<file path="src/rtl/shadow_pkg.sv">
package shadow_pkg;
  localparam int SHADOW_CNT = 4;

  typedef struct packed {
    logic [SHADOW_CNT-1:0] wrVol;
    logic [SHADOW_CNT-1:0] wrNv;
    logic                  wrCtl0;
    logic                  wrCtl5;
    logic                  recall;
  } ctlStrobe_t;
endpackage

</file>
<file path="src/rtl/shadow_ctl.sv">
module shadow_ctl
  import shadow_pkg::*;
#(
  parameter int DATA_W   = 8,
  parameter int IDX_W    = 3,
  parameter int MODE_BIT = 7
) (
  input  logic              clk,
  input  logic              porN,
  input  logic              wpN,
  input  logic              wrEn,
  input  logic [IDX_W-1:0]  regIdx,
  input  logic [DATA_W-1:0] modeReg,
  output ctlStrobe_t        strb
);
  localparam int LAST_IDX = SHADOW_CNT + 1;

  logic pwrRecall;
  logic accept;
  logic persistOn;

  always_ff @(posedge clk or negedge porN) begin
    if (!porN) pwrRecall <= 1'b1;
    else       pwrRecall <= 1'b0;
  end

  always_comb begin
    persistOn = modeReg[MODE_BIT];
    accept    = wrEn && wpN && (regIdx <= IDX_W'(LAST_IDX));
    for (int k = 0; k < SHADOW_CNT; k++) begin
      strb.wrVol[k] = accept && (regIdx == IDX_W'(k + 1));
      strb.wrNv[k]  = accept && (regIdx == IDX_W'(k + 1)) && persistOn;
    end
    strb.wrCtl0 = accept && (regIdx == '0);
    strb.wrCtl5 = accept && (regIdx == IDX_W'(LAST_IDX));
    strb.recall = pwrRecall || ((strb.wrCtl0 || strb.wrCtl5) && !persistOn);
  end

  assert_wp_blocks_write_R7: assert property (@(posedge clk) disable iff (!porN)
    !wpN |-> (strb.wrVol == '0 && strb.wrNv == '0 && !strb.wrCtl0 && !strb.wrCtl5));

  assert_wp_blocks_recall_R7: assert property (@(posedge clk) disable iff (!porN)
    (!wpN && !pwrRecall) |-> !strb.recall);

  assert_nv_needs_vol_R3: assert property (@(posedge clk) disable iff (!porN)
    ((strb.wrNv & ~strb.wrVol) == '0) && $onehot0(strb.wrVol));
endmodule

</file>
<file path="src/rtl/shadow_store.sv">
module shadow_store
  import shadow_pkg::*;
#(
  parameter int DATA_W = 8,
  parameter int IDX_W  = 3,
  parameter logic [SHADOW_CNT*DATA_W-1:0] NV_INIT = '0
) (
  input  logic                         clk,
  input  logic                         porN,
  input  logic                         nvInit,
  input  ctlStrobe_t                   strb,
  input  logic [DATA_W-1:0]            wrData,
  input  logic                         rdEn,
  input  logic [IDX_W-1:0]             regIdx,
  output logic [SHADOW_CNT*DATA_W-1:0] cfgBus,
  output logic [DATA_W-1:0]            ctrl0,
  output logic [DATA_W-1:0]            ctrl5,
  output logic [DATA_W-1:0]            rdData
);
  localparam int LAST_IDX = SHADOW_CNT + 1;

  logic [DATA_W-1:0] volQ [SHADOW_CNT];
  logic [DATA_W-1:0] nvQ  [SHADOW_CNT];
  logic [DATA_W-1:0] rdNext;

  for (genvar k = 0; k < SHADOW_CNT; k++) begin : g_shadow
    always_ff @(posedge clk or negedge porN) begin
      if (!porN)              volQ[k] <= '0;
      else if (strb.wrVol[k]) volQ[k] <= wrData;
      else if (strb.recall)   volQ[k] <= nvQ[k];
    end

    always_ff @(posedge clk) begin
      if (nvInit)            nvQ[k] <= NV_INIT[k*DATA_W +: DATA_W];
      else if (strb.wrNv[k]) nvQ[k] <= wrData;
    end

    assign cfgBus[k*DATA_W +: DATA_W] = volQ[k];

    assert_nv_hold_R4: assert property (@(posedge clk) disable iff (!porN)
      (!nvInit && !strb.wrNv[k]) |=> $stable(nvQ[k]));

    assert_recall_copy_R6: assert property (@(posedge clk) disable iff (!porN)
      (strb.recall && !strb.wrVol[k]) |=> (volQ[k] == $past(nvQ[k])));

    assert_read_nv_R5: assert property (@(posedge clk) disable iff (!porN)
      (rdEn && regIdx == IDX_W'(k + 1)) |=> (rdData == $past(nvQ[k])));
  end

  always_ff @(posedge clk or negedge porN) begin
    if (!porN) begin
      ctrl0 <= '0;
      ctrl5 <= '0;
    end else begin
      if (strb.wrCtl0) ctrl0 <= wrData;
      if (strb.wrCtl5) ctrl5 <= wrData;
    end
  end

  always_comb begin
    rdNext = '0;
    if (regIdx == '0) rdNext = ctrl0;
    else if (regIdx == IDX_W'(LAST_IDX)) rdNext = ctrl5;
    else begin
      for (int k = 0; k < SHADOW_CNT; k++)
        if (regIdx == IDX_W'(k + 1)) rdNext = nvQ[k];
    end
  end

  always_ff @(posedge clk or negedge porN) begin
    if (!porN)     rdData <= '0;
    else if (rdEn) rdData <= rdNext;
  end
endmodule

</file>
<file path="src/rtl/shadow_ctrl_bank.sv">
module shadow_ctrl_bank
  import shadow_pkg::*;
#(
  parameter int DATA_W   = 8,
  parameter int IDX_W    = 3,
  parameter int MODE_BIT = 7,
  parameter logic [SHADOW_CNT*DATA_W-1:0] NV_INIT = 32'h4433_2211
) (
  input  logic                         clk,
  input  logic                         porN,
  input  logic                         nvInit,
  input  logic                         wpN,
  input  logic                         wrEn,
  input  logic                         rdEn,
  input  logic [IDX_W-1:0]             regIdx,
  input  logic [DATA_W-1:0]            wrData,
  output logic [DATA_W-1:0]            rdData,
  output logic [SHADOW_CNT*DATA_W-1:0] cfgBus,
  output logic [DATA_W-1:0]            ctrl0,
  output logic [DATA_W-1:0]            ctrl5
);
  ctlStrobe_t strb;

  shadow_ctl #(.DATA_W(DATA_W), .IDX_W(IDX_W), .MODE_BIT(MODE_BIT)) i_ctl (
    .clk(clk), .porN(porN), .wpN(wpN), .wrEn(wrEn), .regIdx(regIdx),
    .modeReg(ctrl0), .strb(strb)
  );

  shadow_store #(.DATA_W(DATA_W), .IDX_W(IDX_W), .NV_INIT(NV_INIT)) i_store (
    .clk(clk), .porN(porN), .nvInit(nvInit), .strb(strb), .wrData(wrData),
    .rdEn(rdEn), .regIdx(regIdx), .cfgBus(cfgBus), .ctrl0(ctrl0),
    .ctrl5(ctrl5), .rdData(rdData)
  );
endmodule

</file>
<file path="config.mk">
export PLATFORM = sky130hd
export DESIGN_NAME = shadow_ctrl_bank
export DESIGN_NICKNAME = d
export VERILOG_FILES = /design/src/rtl/shadow_pkg.sv /design/src/rtl/shadow_ctl.sv /design/src/rtl/shadow_store.sv /design/src/rtl/shadow_ctrl_bank.sv
export SDC_FILE = /design/constraint.sdc
export NUM_CORES = 1
export LEC_CHECK = 0
export BUFFER_PORTS_ARGS = -buffer_cell sky130_fd_sc_hd__buf_4
export CAP_MARGIN = 0
export CORE_MARGIN = 2
export CORE_UTILIZATION = 33
export CTS_CLUSTER_SIZE = 20
export DETAILED_ROUTE_END_ITERATION = 8
export GPL_TIMING_DRIVEN = 0
export REMOVE_ABC_BUFFERS = 1
export SKIP_LAST_GASP = 1
export SLEW_MARGIN = 20
export SYNTH_ARGS = -nofsm -noshare
export SYNTH_HDL_FRONTEND = slang
export SYNTH_HIERARCHICAL = 1
export SYNTH_SLANG_ARGS = --single-unit
</file>
<file path="constraint.sdc">
create_clock -name clk -period 1.9 [get_ports clk]
set_clock_uncertainty 0.15 [all_clocks]
set_input_delay 0.095 -clock clk [delete_from_list [all_inputs] [get_ports clk]]
set_output_delay 0.095 -clock clk [all_outputs]
set_load 0.02 [all_outputs]
</file>
After elaboration in Yosys (flattened, before gate mapping)
Memory sizes are Yosys's and may differ from the RTL's.
Index checks and enable logic that the tools add are counted.
Widths: inputs -> output; s select.
Word-level totals
  word-level logic and storage cells: 72
  flip-flop bits (word level): 57
  memories: 1
  output and inout port bits: 56
  bits in writable memories: 32
Memory list
  i_store.nvQ: words 4, bits a word 8, rd ports 4, clocked after memory_dff 0, wr ports 4, line shadow_store.sv:23  | logic [DATA_W-1:0] nvQ [SHADOW_CNT];
Cells by class
  magnitude comparators: 1
  reduce and logical (&&, ||, !) cells: 21
  muxes and demuxes: 32
  bitwise logic cells: 4
  equal/unequal tests: 5
Operator list (count)
  $mux 8: 18
  $mux 1: 14
  $logic_and 1x1->1: 13
  $reduce_bool 2->1: 4
  $eq 3x2->1 const B: 2
  $eq 3x3->1 const B: 2
  $or 1x1->1: 4
  $eq 3x1->1 const B: 1
  $le 3x3->1 const B: 1
  $logic_not 3->1: 1
  $logic_or 1x1->1: 2
  $logic_not 1->1: 1

Longest topological paths before layout
Gate-level depths: netlist (run 1).
  depth in word-level cells: 8
  gate-level depth with buffers: 6
  gate-level depth less buffers: 4

By module
Netlist (run 1), hierarchy kept.
Modules (own cells, without submodules)
  shadow_store: instances 1, cells an instance 355, area an instance 4070.2 µm²
  shadow_ctl: instances 1, cells an instance 21, area an instance 132.6 µm²

Least setup slack after synthesis (run 1)
No wires, ideal clock.
  path kind: register to register
  from: register i_store.ctrl0[7]
  to: register i_store.volQ (netlist bit i_store/cfgBus[0])
  period minus slack after synthesis: 1.631 ns
  buffers on the path: 2
  arrival time: 1.338 ns
  data required time: 1.607 ns
  setup slack: 0.269 ns
  cell stages (with the launch flop): 7
  cells stage by stage: dfrtp_1 -> nor2_1 -> a41o_1 -> buf_2 -> buf_4 -> mux2i_1 -> o21ai_0
RTL lines
  start: declaration: line shadow_store.sv:16  | output logic [DATA_W-1:0] ctrl0,
  start signal: assignment: line shadow_store.sv:55  | if (strb.wrCtl0) ctrl0 <= wrData;
  end signal: indexed assignment: line shadow_store.sv:29  | else if (strb.wrVol[k]) volQ[k] <= wrData;
  end signal: indexed assignment: line shadow_store.sv:30  | else if (strb.recall) volQ[k] <= nvQ[k];
  end: declaration: line shadow_store.sv:22  | logic [DATA_W-1:0] volQ [SHADOW_CNT];

==> results.cfg, run 1 <==
[logic_synthesis]
yosysTopAreaCell = dfrtp_1
synthesis.area_um2 = 4200
synth_edf_count = 32
yosysUniqueCellTypes = 36
ys_seq_area_share_pct = 56.8
synth_top_area_share_pct = 33.3
async_flop_share_pct = 64.0
syn_avg_cell_area_um2 = 11.2
ys_warn_count = 6
synth_flop_cell = dfrtp_1
synth_commonest_cells = dfrtp_1, mux2i_1, o21ai_0
synth_seq_cells = 89
netlist_instances = 376
yosysMostFrequentCell = dfrtp_1
synth.top_cells.by_area = dfrtp_1, edfxtp_1, mux2i_1, o21ai_0, mux2_2

[placed_design]
gp_congestion = 0.792
place_area_um2 = 4840
hpwl_um = 7010
portBuffers = 72
numPlacedInstances = 593

[die]
fp.dieW_um = 117
die_area_um2 = 13700
std_cell_rows = 41
fp.dieH_um = 117
fp.coreArea_um2 = 12500
boundaryPins = 73
initial_utilization_pct = 33.6

[grt]
grt_usage_pct = 16.0
grt_max_degree = 58
grt_pass1_wl_um = 16300
grt_pass1_vias = 2919
grt_overflow = 0
antenna_found_initial = 0

[clock_tree]
ctsLongestPathBuffers = 2
clock_sinks = 89
clk_latency_ps = 340
cts-buffers-inserted = 9
cts_tree = done
h-tree-depth = 3
path_clk_slew_ps = 60
cts_root_buf = clkbuf_16

[drt]
route.detailed.drc = 0
ant_nets = 0
routedWlPerCell_um = 16.8
first_pass_iters = 4
via_per_inst = 4.82
drtIter0Drc = 227
via_count = 2991
drt_wl_total_um = 10400

[cells_and_area]
utilization_pct = 42.2
antenna_cells = 0
design_area_um2 = 5280
stdcell_count = 620
finalNetCount = 460
area_delta_synth_final_pct = 25.5
drive_gt1_share_pct = 27.9

[power_and_ir_drop]
ir_drop_mv = 0.429
powerDensity_nw_per_um2 = 940
finalPower_mw = 4.96
leakagePower_nw = 2.14

[setup_path]
reg2reg_depth = 4
crit_slowest_cell = nor2b_1
crit_arrival_ps = 1670
cpPeakStageDelay_ps = 490
worstPathRequired_ps = 1830
path_max_fanout = 8
path_delay_family = simple AND/OR/NAND/NOR gates
critical_path.startpoint_type = flip-flop
path_cells = nand3b_1 > nor2_1 > nor2b_1 > nand2b_1
cp_num_buf_inv = 0
endpoint_kind = flip-flop
crit_cells = 4
crit_type = flip-flop to flip-flop

[sta]
maxSlewHeadroom_pct = 47.4
setup_viol = 0
slew_viol_final = 0
tightest_slew_ps = 785
rsz0062_at_grt = no
clock.fmax_mhz = 573
hold_violations = 0
hold-worst-slack_ps = 7.20
fin_crit_sh_pct = 91.9
post-route-min-period_ps = 1750

[outcome]
run_status = finished, final reports clean

[hold_path]
hold_path_depth = 3
hold_path.class = input pin to flip-flop

[run]
drv_cap = 0
placed cells by master (no fill, tap or decap), types with 2 or more instances in the layout:
master         instances
buf_4                 74
dfrtp_1               56
mux2i_1               40
o21ai_0               39
nand2_1               38
edfxtp_1              32
and2_1                22
mux2_2                16
nand2b_1              13
nor2_1                12
dlygate4sd3_1         10
clkbuf_16              9
nor2b_1                8
o22ai_1                8
a21oi_1                7
inv_1                  6
nand3b_1               6
nand3_1                5
nor2_2                 4
or2_2                  4
o21ai_2                4
clkinvlp_4             3
nor3_1                 3
o311ai_1               3
a31oi_1                3
o21ai_1                3
nor2b_2                3
clkbuf_1               2
nor3_2                 2
final cells by class:
type,instances,area (um2)
Timing Repair Buffer,85,676
Sequential cell,89,2390
Inverter,6,22.5
Fill cell,1222,7240
Clock buffer,12,246
Clock inverter,4,52.6
Multi-Input combinational cell,252,1680
Tap cell,172,215
routing by layer:
metal | GRT usage (%) | share of wire [%] | wire length, um | vias to the layer above
li1 | - | - | - | 1447
met1 | 22.1 | 45 | 4670 | 1465
met2 | 25.2 | 49 | 5130 | 70
met3 | 3.71 | 4.8 | 503 | 9
met4 | 4.94 | 1.0 | 104 | 0
met5 | 0 | 0 | 0 | -
stage by stage:
stage	setup TNS [ps]	worst slack, ps
after floorplan	-15140	-485
after global placement	-40210	-1080
after detailed placement	-10040	-351
after CTS	0	43.2
after global routing	0	11.0
final	0	154
path summary, 6_finish.rpt:
check | from | endpoint | slack, ps
max | i_store/ctrl0[7] | i_store/nvQ[1][1] | 150
min | nvInit | i_store/nvQ[0][0] | 7
max reg2reg | i_store/ctrl0[7] | i_store/nvQ[1][1] | 150
min reg2reg | i_store/rdData[1] | i_store/rdData[1] | 390
max in group asynchronous | porN | i_store/cfgBus[27] | 850
min in group asynchronous | porN | i_store/cfgBus[11] | 220
power by group:
part / leakage, nW / internal, mW / total [mW] / switching, mW
registers: 0.969 / 2.16 / 2.30 / 0.134
clock network: 0.135 / 1.05 / 1.77 / 0.711
logic: 1.04 / 0.398 / 0.899 / 0.501
tightest hold or removal path: cells and delay by family:
family	cells	cell delay (ps)
and+or+nand+nor	2	160
buffers and inverters	1	130
repair_timing:
| item | 4_1_cts | 5_1_grt |
|---|---|---|
| pin swaps | 0 | 1 |
| gates resized for setup | 1 | 5 |
| setup endpoints to repair | 1 | 50 |
| buffers inserted | 0 | 1 |
| hold endpoints to repair | 142 | 0 |
| hold buffers | 10 | 0 |
registers in the layout, summed over array words and instances, names as in the netlist:
name	flops
i_store/nvQ	32
i_store/ctrl0	8
i_ctl/pwrRecall	1
i_store/rdData	8
i_store/ctrl5	8
i_store/cfgBus	32
logic make-up (layout without fill, tap and decap cells):
logic type      count (synthesis)  after routing  synth area share [%]
simple gates                  123            123                  15.0
flops                          89             89                  56.8
compound gates                 71             71                  9.82
mux                            56             56                  13.8
buf+inv                        35            107                  4.23
other cells                     1              1                0.0892
xor+xnor                        1              1                 0.208
No activity file was read; power rests on OpenSTA's default activity.
==> inputs of run 2 (changes only) <==
--- a/config.mk
+++ b/config.mk
@@ -7,8 +7,8 @@
 export LEC_CHECK = 0
 export BUFFER_PORTS_ARGS = -buffer_cell sky130_fd_sc_hd__buf_4
 export CAP_MARGIN = 0
-export CORE_MARGIN = 2
 export CORE_UTILIZATION = 33
+export CTS_BUF_LIST = sky130_fd_sc_hd__clkbuf_8
 export CTS_CLUSTER_SIZE = 20
 export DETAILED_ROUTE_END_ITERATION = 8
 export GPL_TIMING_DRIVEN = 0
==> results.cfg, run 2 (same netlist as run 1, synthesis figures left out) <==
[outcome]
run_status = finished, final reports clean

[cells_and_area]
area_delta_synth_final_pct = 24.3
final_common_cell = buf_4
layout_common_cells = buf_4, dfrtp_1, mux2i_1
finalNetCount = 461
design_area_um2 = 5220
nFillCells = 1193
drive_gt1_share_pct = 27.2
antenna_cells = 0
utilization_pct = 42.8

[drt]
drtIter0Drc = 109
drt_wl_total_um = 10300
ant_nets = 0
via_count = 3008
via_per_inst = 4.88
routedWlPerCell_um = 16.6
route.detailed.drc = 0
first_pass_iters = 4

[grt]
grt_overflow = 0
antenna_found_initial = 0
grt_max_degree = 58
grt_pass1_vias = 3024
grt_usage_pct = 16.4
grt_pass1_wl_um = 16100

[die]
fp.coreArea_um2 = 12200
initial_utilization_pct = 34.4
boundaryPins = 73
std_cell_rows = 40
fp.dieH_um = 115
die_area_um2 = 13200
fp.dieW_um = 115

[setup_path]
crit_type = flip-flop to flip-flop
critical_path.startpoint = i_store/ctrl0[7]
path_max_fanout = 8
crit_arrival_ps = 1720
r2r-start = i_store/ctrl0[7]
endpoint_kind = flip-flop
critical_path.startpoint_type = flip-flop
worstPathRequired_ps = 1850

[sta]
clock.fmax_mhz = 563
setup_viol = 0
maxSlewHeadroom_pct = 30.9
fin_crit_sh_pct = 93.5
slew_viol_final = 0
hold_violations = 0
tightest_slew_ps = 1030
rsz0062_at_grt = no
post-route-min-period_ps = 1780

[clock_tree]
clk_latency_ps = 360
cts_root_buf = clkbuf_8
cts_tree = done
h-tree-depth = 3
ctsLongestPathBuffers = 2
cts-buffers-inserted = 9
path_clk_slew_ps = 90
clock_sinks = 89

[power_and_ir_drop]
ir_drop_mv = 0.497
finalPower_mw = 4.67
leakagePower_nw = 2.13
powerDensity_nw_per_um2 = 893

[placed_design]
hpwl_um = 6940
place_area_um2 = 4840
gp_congestion = 0.785
portBuffers = 72

[hold_path]
hp-start = regIdx[1]
hold_path.class = input pin to flip-flop

[run]
drv_cap = 0
-- run 2: repair_timing --
action                                 4_1_cts  5_1_grt
endpoints found under the hold margin      144        3
resized for setup                            1        3
hold buffers                                10        1
gates cloned                                 0        0
buffers inserted                             0        1
setup endpoints to repair                   15       26
pin swaps                                    1        1
-- run 2: power by group --
part / internal [mW] / switching [mW]
combinational: 0.404 / 0.502
clock: 0.808 / 0.659
sequential: 2.16 / 0.133
total: 3.37 / 1.29
-- run 2: worst max-delay path, cell delays in order (launching register included) --
cell and delay, ps:
dfrtp_1 500, nand3b_1 130, nor2_1 120, nor2b_1 490, nand2b_1 120
-- run 2: worst paths after layout --
kind                                 endpoint  slack [ps]  cells past startpoint
setup / recovery            i_store/nvQ[1][1]         120                      4
hold / removal              i_store/rdData[6]         140                      3
setup reg to reg            i_store/nvQ[1][1]         120                      4
hold reg to reg             i_store/rdData[1]         390                      2
max in group asynchronous  i_store/cfgBus[15]         900                      2
min in group asynchronous  i_store/cfgBus[18]         180                      2
-- run 2: final cells by class --
| cell class | count | area [um2] | area share, % |
|---|---|---|---|
| Sequential cell | 89 | 2390 | 45.7 |
| Multi-Input combinational cell | 252 | 1670 | 31.9 |
| Timing Repair Buffer | 86 | 706 | 13.5 |
| Tap cell | 168 | 210 | 4.02 |
| Clock buffer | 11 | 151 | 2.90 |
| Clock inverter | 5 | 78.8 | 1.51 |
| Inverter | 6 | 22.5 | 0.431 |
-- run 2: metrics by stage --
stage / TNS, ps / worst slack, ps / cells / hold WS, ps
2_1_floorplan: -15140 / -485 / 347 / -351
3_3_place_gp: -38850 / -1040 / 587 / 62.9
3_5_place_dp: -9120 / -243 / 589 / 71.0
4_1_cts: 0 / 10.4 / 615 / 12.0
5_1_grt: 0 / 18.2 / 617 / 160
6_report: 0 / 124 / 617 / 139
-- run 2: layer usage --
metal | routed length (um) | part of all wire (%) | vias up | track usage [%]
li1 | - | - | 1444 | -
met1 | 4660 | 45 | 1483 | 21.1
met2 | 5090 | 50 | 70 | 27.4
met3 | 397 | 3.9 | 11 | 3.80
met4 | 101 | 0.98 | 0 | 4.76
met5 | 0 | 0 | - | 0
==> inputs of run 3 (changes only) <==
--- a/config.mk
+++ b/config.mk
@@ -7,11 +7,12 @@
 export LEC_CHECK = 0
 export BUFFER_PORTS_ARGS = -buffer_cell sky130_fd_sc_hd__buf_4
 export CAP_MARGIN = 0
-export CORE_UTILIZATION = 33
+export CORE_UTILIZATION = 45
 export CTS_BUF_LIST = sky130_fd_sc_hd__clkbuf_8
 export CTS_CLUSTER_SIZE = 20
 export DETAILED_ROUTE_END_ITERATION = 8
 export GPL_TIMING_DRIVEN = 0
+export PLACE_DENSITY = 0.77
 export REMOVE_ABC_BUFFERS = 1
 export SKIP_LAST_GASP = 1
 export SLEW_MARGIN = 20
==> constraint.sdc (replaced) <==
create_clock -name clk -period 2.2 [get_ports clk]
set_clock_uncertainty 0.15 [all_clocks]
set_input_delay 0.11 -clock clk [delete_from_list [all_inputs] [get_ports clk]]
set_output_delay 0.11 -clock clk [all_outputs]
set_load 0.02 [all_outputs]
==> results.cfg, run 3 (same netlist as run 1, synthesis figures left out) <==
[grt]
grt_pass1_vias = 3015
globalRouteMet1Util_pct = 29.7
grt_max_degree = 58
busiest_layer = met2
use_met3_pct = 5.89
use_met2_pct = 34.9
grt_usage_pct = 21.7
grt_overflow = 0
antenna_found_initial = 0
grt_pass1_wl_um = 15900

[placed_design]
hpwl_um = 6580
portBuffers = 72
gp_congestion = 0.817
numPlacedInstances = 528
place_area_um2 = 4750

[power_and_ir_drop]
leakagePower_nw = 2.11
netSwitchingFraction_pct = 28.0
p_clk_share_pct = 31.7
combPwrFrac_pct = 19.1
p_sw_mw = 1.13
p_seq_share_pct = 49.2
ir_drop_mv = 0.410
p_int_mw = 2.90
powerDensity_nw_per_um2 = 793

[sta]
clock.fmax_mhz = 495
post-route-min-period_ps = 2020
slew_viol_final = 0
rsz0062_at_grt = no
maxSlewHeadroom_pct = 28.8
setup_viol = 0
fin_crit_sh_pct = 91.9
tightest_slew_ps = 1060
tns_ps = 0
hold-worst-slack_ps = 60.4
hold_violations = 0

[drt]
first_pass_iters = 5
ant_nets = 0
routedWlPerCell_um = 18.1
drtIter0Drc = 289
route.detailed.drc = 0
via_per_inst = 5.49
via_count = 3042
drt_wl_total_um = 10000

[cells_and_area]
finalNetCount = 458
design_area_um2 = 5080
stdcell_count = 554
drive_gt1_share_pct = 26.2
antenna_cells = 0
nFillCells = 769
multi_input_area_um2 = 1650
final_common_cell = buf_4
layout_common_cells = buf_4, dfrtp_1, mux2i_1
area_delta_synth_final_pct = 21.0
final-seq-area_um2 = 2390

[setup_path]
endpoint_kind = flip-flop
worstPathRequired_ps = 2150
crit_type = flip-flop to flip-flop
crit_arrival_ps = 1970
cpPeakStageDelay_ps = 550
cp_num_buf_inv = 1
critical_path.startpoint_type = flip-flop
path_cells = inv_1 > nor4_1 > nor2b_1 > nand2b_1
crit_slowest_cell = nor2b_1
path_max_fanout = 8
path_delay_family = simple AND/OR/NAND/NOR gates

[die]
fp.dieH_um = 98.6
fp.dieW_um = 98.6
std_cell_rows = 34
die_area_um2 = 9730
boundaryPins = 73
fp.coreArea_um2 = 8890
initial_utilization_pct = 47.3

[clock_tree]
cts-resized-gates = 0
clock_sinks = 89
cts-buffers-inserted = 9
ctsLongestPathBuffers = 2
postCtsSetupRepairBufs = 0
clk_latency_ps = 360
cts_hold_buf = 10
path_clk_slew_ps = 90
cts_root_buf = clkbuf_8
cts_tree = done
h-tree-depth = 3

[outcome]
run_status = finished, final reports clean

[run]
drv_cap = 0

[hold_path]
hold_path.class = input pin to flip-flop
==> run 3: path summary, 6_finish.rpt <==
path | from | endpoint | slack (ps) | cells after the start
worst min register to register | i_store/rdData[4] | i_store/rdData[4] | 390 | 2
min in group asynchronous | porN | i_store/cfgBus[15] | 190 | 2
worst min-delay path | nvInit | i_store/nvQ[1][5] | 60 | 3
max in group asynchronous | porN | i_store/ctrl5[5] | 1200 | 2
worst max register to register | i_store/ctrl0[7] | i_store/nvQ[0][0] | 180 | 4
worst max-delay path | i_store/ctrl0[7] | i_store/nvQ[0][0] | 180 | 4
==> run 3: power groups by stage <==
stage | sequential (mW) | clock, mW | combinational (mW)
6_report | 1.98 | 1.28 | 0.771
5_1_grt | 2.00 | 1.36 | 0.825
3_5_place_dp | 2.02 | 0 | 0.762
2_1_floorplan | 2.15 | 0 | 0.231
3_3_place_gp | 2.01 | 0 | 0.745
4_1_cts | 1.98 | 1.30 | 0.778
==> run 3: layout make-up <==
class	count	area share, %
clock inverters	5	1.55
clock buffers	11	2.98
repair buffers	83	13.0
flip-flops and latches	89	47.0
inverters	6	0.443
well taps	108	2.66
multi-input cells	252	32.4
==> run 3: tightest hold or removal path, delay by kind of cell <==
family,cells,cell delay [ps]
buf+inv,1,120
simple gates,2,240
==> run 3: routing by layer <==
metal  vias up  share of wire [%]  routed length, um
met5         -                  0                  0
met4         0                1.0                102
met3        12                5.8                581
met2       112                 50               4980
met1      1473                 43               4350
li1       1445                  -                  -
==> run 3: metrics by stage <==
stage               setup slack (ps)  total power [mW]  util, %
detailed placement              25.3              2.78     53.5
global placement                -708              2.75     53.1
floorplan                       -185              2.39        -
finish                           179              4.03     57.2
CTS                              259              4.06     57.2
global route                     153              4.19     57.2
